[config.mk]
export PLATFORM = sky130hd
export DESIGN_NAME = dma_chan_csr
export DESIGN_NICKNAME = d
export VERILOG_FILES = /design/src/rtl/dma_csr_pkg.sv /design/src/rtl/dma_csr_control.sv /design/src/rtl/dma_csr_datapath.sv /design/src/rtl/dma_chan_csr.sv
export SDC_FILE = /design/constraint.sdc
export NUM_CORES = 1
export LEC_CHECK = 0
export CAP_MARGIN = 20
export CORE_MARGIN = 2
export CORE_UTILIZATION = 35
export DETAILED_ROUTE_END_ITERATION = 8
export DONT_BUFFER_PORTS = 1
export SYNTH_ARGS = -nofsm -noshare
export SYNTH_HDL_FRONTEND = slang
export SYNTH_SLANG_ARGS = --single-unit
[constraint.sdc]
create_clock -name clk -period 1.4 [get_ports clk]
set_input_delay 0.07 -clock clk [delete_from_list [all_inputs] [get_ports clk]]
set_output_delay 0.07 -clock clk [all_outputs]
set_load 0.01 [all_outputs]
[src/rtl/dma_csr_pkg.sv]
package dma_csr_pkg;
  localparam int CSR_W     = 32;
  localparam int BIT_ACT   = 0;
  localparam int BIT_END   = 1;
  localparam int BIT_INT   = 2;
  localparam int BIT_PAUSE = 4;
  localparam int BIT_ABORT = 30;
  localparam int BIT_RST   = 31;

  // read/write field bits replaced by every write
  localparam logic [CSR_W-1:0] RW_MASK = 32'h30FF_0001;
  // flag bits driven by engine events
  localparam logic [CSR_W-1:0] FLAG_MASK =
    (32'h1 << BIT_END) | (32'h1 << BIT_INT) | (32'h1 << BIT_PAUSE);
  localparam logic [CSR_W-1:0] KEEP_MASK = RW_MASK | FLAG_MASK;

  typedef struct packed {
    logic setEnd;
    logic setInt;
    logic finish;
    logic doReset;
    logic clrEnd;
    logic clrInt;
    logic loadMask;
    logic loadAddr;
  } csrStrobes_t;
endpackage

[src/rtl/dma_csr_control.sv]
module dma_csr_control
  import dma_csr_pkg::*;
(
  input  logic             clk,
  input  logic             rstN,
  input  logic             wrEn,
  input  logic [CSR_W-1:0] wrData,
  input  logic             addrWrEn,
  input  logic             descDone,
  input  logic             descIntEn,
  input  logic             chainDone,
  input  logic             storedActive,
  output csrStrobes_t      strb,
  output logic             startPulse,
  output logic             gIntClr
);
  logic unusedWrBits;
  logic startNext;
  logic clrNext;

  assign unusedWrBits = ^wrData;

  always_comb begin
    strb          = '0;
    strb.setEnd   = descDone;
    strb.setInt   = descDone & descIntEn;
    strb.finish   = chainDone;
    strb.doReset  = wrEn & wrData[BIT_RST];
    strb.clrEnd   = wrEn & wrData[BIT_END];
    strb.clrInt   = wrEn & wrData[BIT_INT];
    strb.loadMask = wrEn;
    strb.loadAddr = addrWrEn;
  end

  // 0->1 edge of active, or forced restart through self-clear
  assign startNext = wrEn & wrData[BIT_ACT] & (~storedActive | wrData[BIT_RST]);
  assign clrNext   = wrEn & (wrData[BIT_INT] | wrData[BIT_RST]);

  always_ff @(posedge clk or negedge rstN) begin
    if (!rstN) begin
      startPulse <= 1'b0;
      gIntClr    <= 1'b0;
    end else begin
      startPulse <= startNext;
      gIntClr    <= clrNext;
    end
  end
endmodule

[src/rtl/dma_csr_datapath.sv]
module dma_csr_datapath
  import dma_csr_pkg::*;
#(
  parameter int ADDR_W = 32
) (
  input  logic              clk,
  input  logic              rstN,
  input  csrStrobes_t       strb,
  input  logic [CSR_W-1:0]  wrData,
  input  logic [ADDR_W-1:0] addrWrData,
  output logic [CSR_W-1:0]  csrQ,
  output logic [ADDR_W-1:0] addrQ,
  output logic              storedActive,
  output logic              intFlag
);
  logic [CSR_W-1:0]  evtStage;
  logic [CSR_W-1:0]  clrStage;
  logic [CSR_W-1:0]  csrNext;
  logic [ADDR_W-1:0] addrNext;

  // stage 1: engine events
  always_comb begin
    evtStage = csrQ;
    if (strb.setEnd) evtStage[BIT_END] = 1'b1;
    if (strb.setInt) evtStage[BIT_INT] = 1'b1;
    if (strb.finish) begin
      evtStage[BIT_ACT]   = 1'b0;
      evtStage[BIT_PAUSE] = 1'b1;
    end
  end

  // stage 2: self-clear and write-1-to-clear
  always_comb begin
    clrStage = evtStage;
    if (strb.doReset) clrStage = '0;
    if (strb.clrEnd)  clrStage[BIT_END] = 1'b0;
    if (strb.clrInt)  clrStage[BIT_INT] = 1'b0;
  end

  // stage 3: masked field update
  always_comb begin
    csrNext = clrStage;
    if (strb.loadMask) csrNext = (clrStage & ~RW_MASK) | (wrData & RW_MASK);
    csrNext = csrNext & KEEP_MASK;
  end

  always_comb begin
    addrNext = addrQ;
    if (strb.loadAddr) addrNext = addrWrData;
    if (strb.doReset)  addrNext = '0;
  end

  always_ff @(posedge clk or negedge rstN) begin
    if (!rstN) begin
      csrQ  <= '0;
      addrQ <= '0;
    end else begin
      csrQ  <= csrNext;
      addrQ <= addrNext;
    end
  end

  assign storedActive = csrQ[BIT_ACT];
  assign intFlag      = csrQ[BIT_INT];
endmodule

[src/rtl/dma_chan_csr.sv]
module dma_chan_csr
  import dma_csr_pkg::*;
#(
  parameter int ADDR_W = 32
) (
  input  logic              clk,
  input  logic              rstN,
  input  logic              wrEn,
  input  logic [CSR_W-1:0]  wrData,
  input  logic              addrWrEn,
  input  logic [ADDR_W-1:0] addrWrData,
  input  logic              descDone,
  input  logic              descIntEn,
  input  logic              chainDone,
  output logic [CSR_W-1:0]  rdData,
  output logic [ADDR_W-1:0] descAddr,
  output logic              startPulse,
  output logic              irq,
  output logic              gIntClr
);
  csrStrobes_t strb;
  logic        storedActive;

  dma_csr_control ctrl_i (
    .clk          (clk),
    .rstN         (rstN),
    .wrEn         (wrEn),
    .wrData       (wrData),
    .addrWrEn     (addrWrEn),
    .descDone     (descDone),
    .descIntEn    (descIntEn),
    .chainDone    (chainDone),
    .storedActive (storedActive),
    .strb         (strb),
    .startPulse   (startPulse),
    .gIntClr      (gIntClr)
  );

  dma_csr_datapath #(.ADDR_W(ADDR_W)) dp_i (
    .clk          (clk),
    .rstN         (rstN),
    .strb         (strb),
    .wrData       (wrData),
    .addrWrData   (addrWrData),
    .csrQ         (rdData),
    .addrQ        (descAddr),
    .storedActive (storedActive),
    .intFlag      (irq)
  );
endmodule

==> results_dict.tcl <==
set metrics [dict create \
    die_h_um 82.7 \
    finalHoldViolCount 3 \
    cts_tree "built" \
    gp_congestion 0.634 \
    timing.fmax_ghz 0.737 \
    grt_max_degree 49 \
    slowest_stage "dlygate4sd3_1" \
    powerDensity_mw_per_mm2 1010 \
    io_pins 138 \
    drt_iter0_drc 8 \
    io_buffers 0 \
    route.detailed.drc 0 \
    synth.avg_cell_area_um2 13.1 \
    drive_gt1_frac 0.198 \
    synthMuxAreaShare 0.200 \
    initial_core_util 0.364 \
    num-fill-cells 509 \
    fin_crit_ns 1.36 \
    die_w_um 82.7 \
    synthSimpleGateAreaFrac 0.104 \
    antenna_cells 0 \
    synth_xor_area_frac 0 \
    grt_pass1_wl_mm 6.95 \
    crit_chain "mux2i_1 -> dlygate4sd3_1 -> nor2_2" \
    core-area_mm2 0.00596 \
    hp-class "primary input to flip-flop" \
    vdd.ir_drop.worst_v 0.000489 \
    syn_area_mm2 0.00217 \
    grt_usage 0.135 \
    num_rows 28 \
    clock_latency_ns 0.29 \
    path_max_fanout 2 \
    setup_viol 0 \
    worstPathArrival_ns 1.51 \
    ys_seq_area_frac 0.554 \
    tns_ns 0 \
    synth_top_family_by_area "multiplexers" \
    fin_skew_ns 0.000434 \
    synth-compound-area-share 0.0161 \
    grt_pass1_vias 1454 \
    yosys.area_share.adder 0 \
    nets 312 \
    rsz0062_at_grt "false" \
    grt_overflow_total 0 \
    p_leak_nw 1.36 \
    clk_pin_slew_ns 0.08 \
    hold_slack_ns -0.0355 \
    antenna_found_initial 0 \
    die_area_mm2 0.00684 \
    start_kind "flip-flop" \
    yosysWarnings 0 \
    drt-total-wl_mm 4.78 \
    drt_pre_antenna_iters 4 \
    required_ns 1.56 \
    worst_slew_margin_rel 0.595 \
    ant_nets 0 \
    num_vias 1433 \
    via_per_inst 4.52 \
    clk_path_buf_depth 2 \
    numCtsBuffers 5 \
    worstMarginPinSlew_ns 0.605 \
    crit_type "flip-flop to flip-flop" \
    ctsHtreeMaxLevel 2 \
    crit_path_end_kind "flip-flop" \
    drv_cap 0 \
    ys_ff_latch 48 \
    syn_inst 166 \
    status "finished, violations left" \
    synth_cell_type_count 17 \
    violations "negative hold slack" \
    root_buffer "clkbuf_8" \
    dpl.hpwl_mm 2.80 \
    max_stage_delay_ns 0.60 \
    syn_to_final_growth_pct 37.3 \
    cts.sinks 48 \
    drv_slew 0 \
    routedWlPerCell_um 15.1 \
    period_share 0.969 \
]
[sequential cells by signal, indices dropped and copies added (netlist names)]
| register | cells |
|---|---|
| dp_i.addrQ | 32 |
| ctrl_i.startPulse | 1 |
| ctrl_i.gIntClr | 1 |
| dp_i.csrQ | 14 |
[per-layer routing]
metal,vias up,track usage,routed length [um]
met5,-,0,0
met4,0,0.0475,65
met3,7,0.0380,362
met2,68,0.247,2620
met1,706,0.150,1730
li1,652,-,-
[final cells by class]
type | count | area [um^2] | area share
timing repair buffer | 81 | 828 | 0.278
clock buffer | 8 | 90.1 | 0.0303
sequential | 48 | 1200 | 0.403
multi-input combinational | 104 | 761 | 0.255
inverter | 1 | 3.75 | 0.00126
tap | 75 | 93.8 | 0.0315
[power breakdown]
part	switching (mW)	internal (mW)
registers	0.157	1.51
logic	0.203	0.315
clock network	0.415	0.403
[critical path, delay by kind of cell, from the launching register on]
kind / cells / cell delay, ns
flops: 1 / 0.43
buf+inv: 1 / 0.60
mux: 1 / 0.16
simple gates: 1 / 0.04
[metrics by stage]
step / cell area (um^2) / total power [mW] / worst slack (ns) / std cells / util
after floorplan: 2230 / 1.98 / 0.624 / 183 / -
after global placement: 2060 / 1.91 / 0.605 / 228 / 0.346
after detailed placement: 2060 / 1.94 / 0.571 / 228 / 0.346
after CTS: 3010 / 3.04 / 0.0756 / 320 / 0.505
after global routing: 2980 / 3.17 / 0.00493 / 317 / 0.500
final: 2980 / 3.01 / 0.0436 / 317 / 0.500
[cell usage in the layout, fill, tap and decap left out, types with 5 or more instances in the layout]
| cell | instances |
|---|---|
| nor2_2 | 30 |
| dlygate4sd3_1 | 80 |
| clkbuf_8 | 6 |
| nor2_1 | 5 |
| mux2_2 | 10 |
| conb_1 | 18 |
| mux2i_1 | 32 |
| dfrtp_1 | 48 |
[cell usage after synthesis, drive strengths merged]
cell type | number | area share
buf | 30 | 0.12
dfrtp | 48 | 0.55
mux2i | 32 | 0.15
mux2 | 10 | 0.052
and2 | 1 | 0.0040
nor2 | 35 | 0.095
a21oi | 2 | 0.0046
o21a | 2 | 0.0069
nand2b | 1 | 0.0029
o21ai | 2 | 0.0046
nand2 | 1 | 0.0017
conb | 1 | 0.0017
inv | 1 | 0.0017
[path summary, 6_finish.rpt]
path / start / to / slack, ns / cells after the start
min reg2reg: dp_i.csrQ[4] / dp_i.csrQ[4] / 0.57 / 2
max reg2reg: dp_i.addrQ[25] / dp_i.addrQ[25] / 0.04 / 3
min: addrWrEn / dp_i.addrQ[14] / -0.04 / 2
max in group asynchronous: rstN / dp_i.addrQ[26] / 0.88 / 2
min in group asynchronous: rstN / dp_i.addrQ[1] / 0.32 / 2
max: dp_i.addrQ[25] / dp_i.addrQ[25] / 0.04 / 3
[kinds of logic (layout without fill, tap and decap cells)]
| group | after synthesis | in the layout |
|---|---|---|
| simple gates | 38 | 38 |
| buf+inv | 31 | 90 |
| other cells | 1 | 18 |
| compound gates | 6 | 6 |
| mux | 42 | 42 |
| flops | 48 | 48 |
[timing repair]
item,in CTS,in global routing
setup endpoints to repair,0,4
hold buffers,84,1
gates resized for setup,0,0
setup buffers,0,0
endpoints found under the hold margin,96,1
Power figures use the tool's default switching activity.
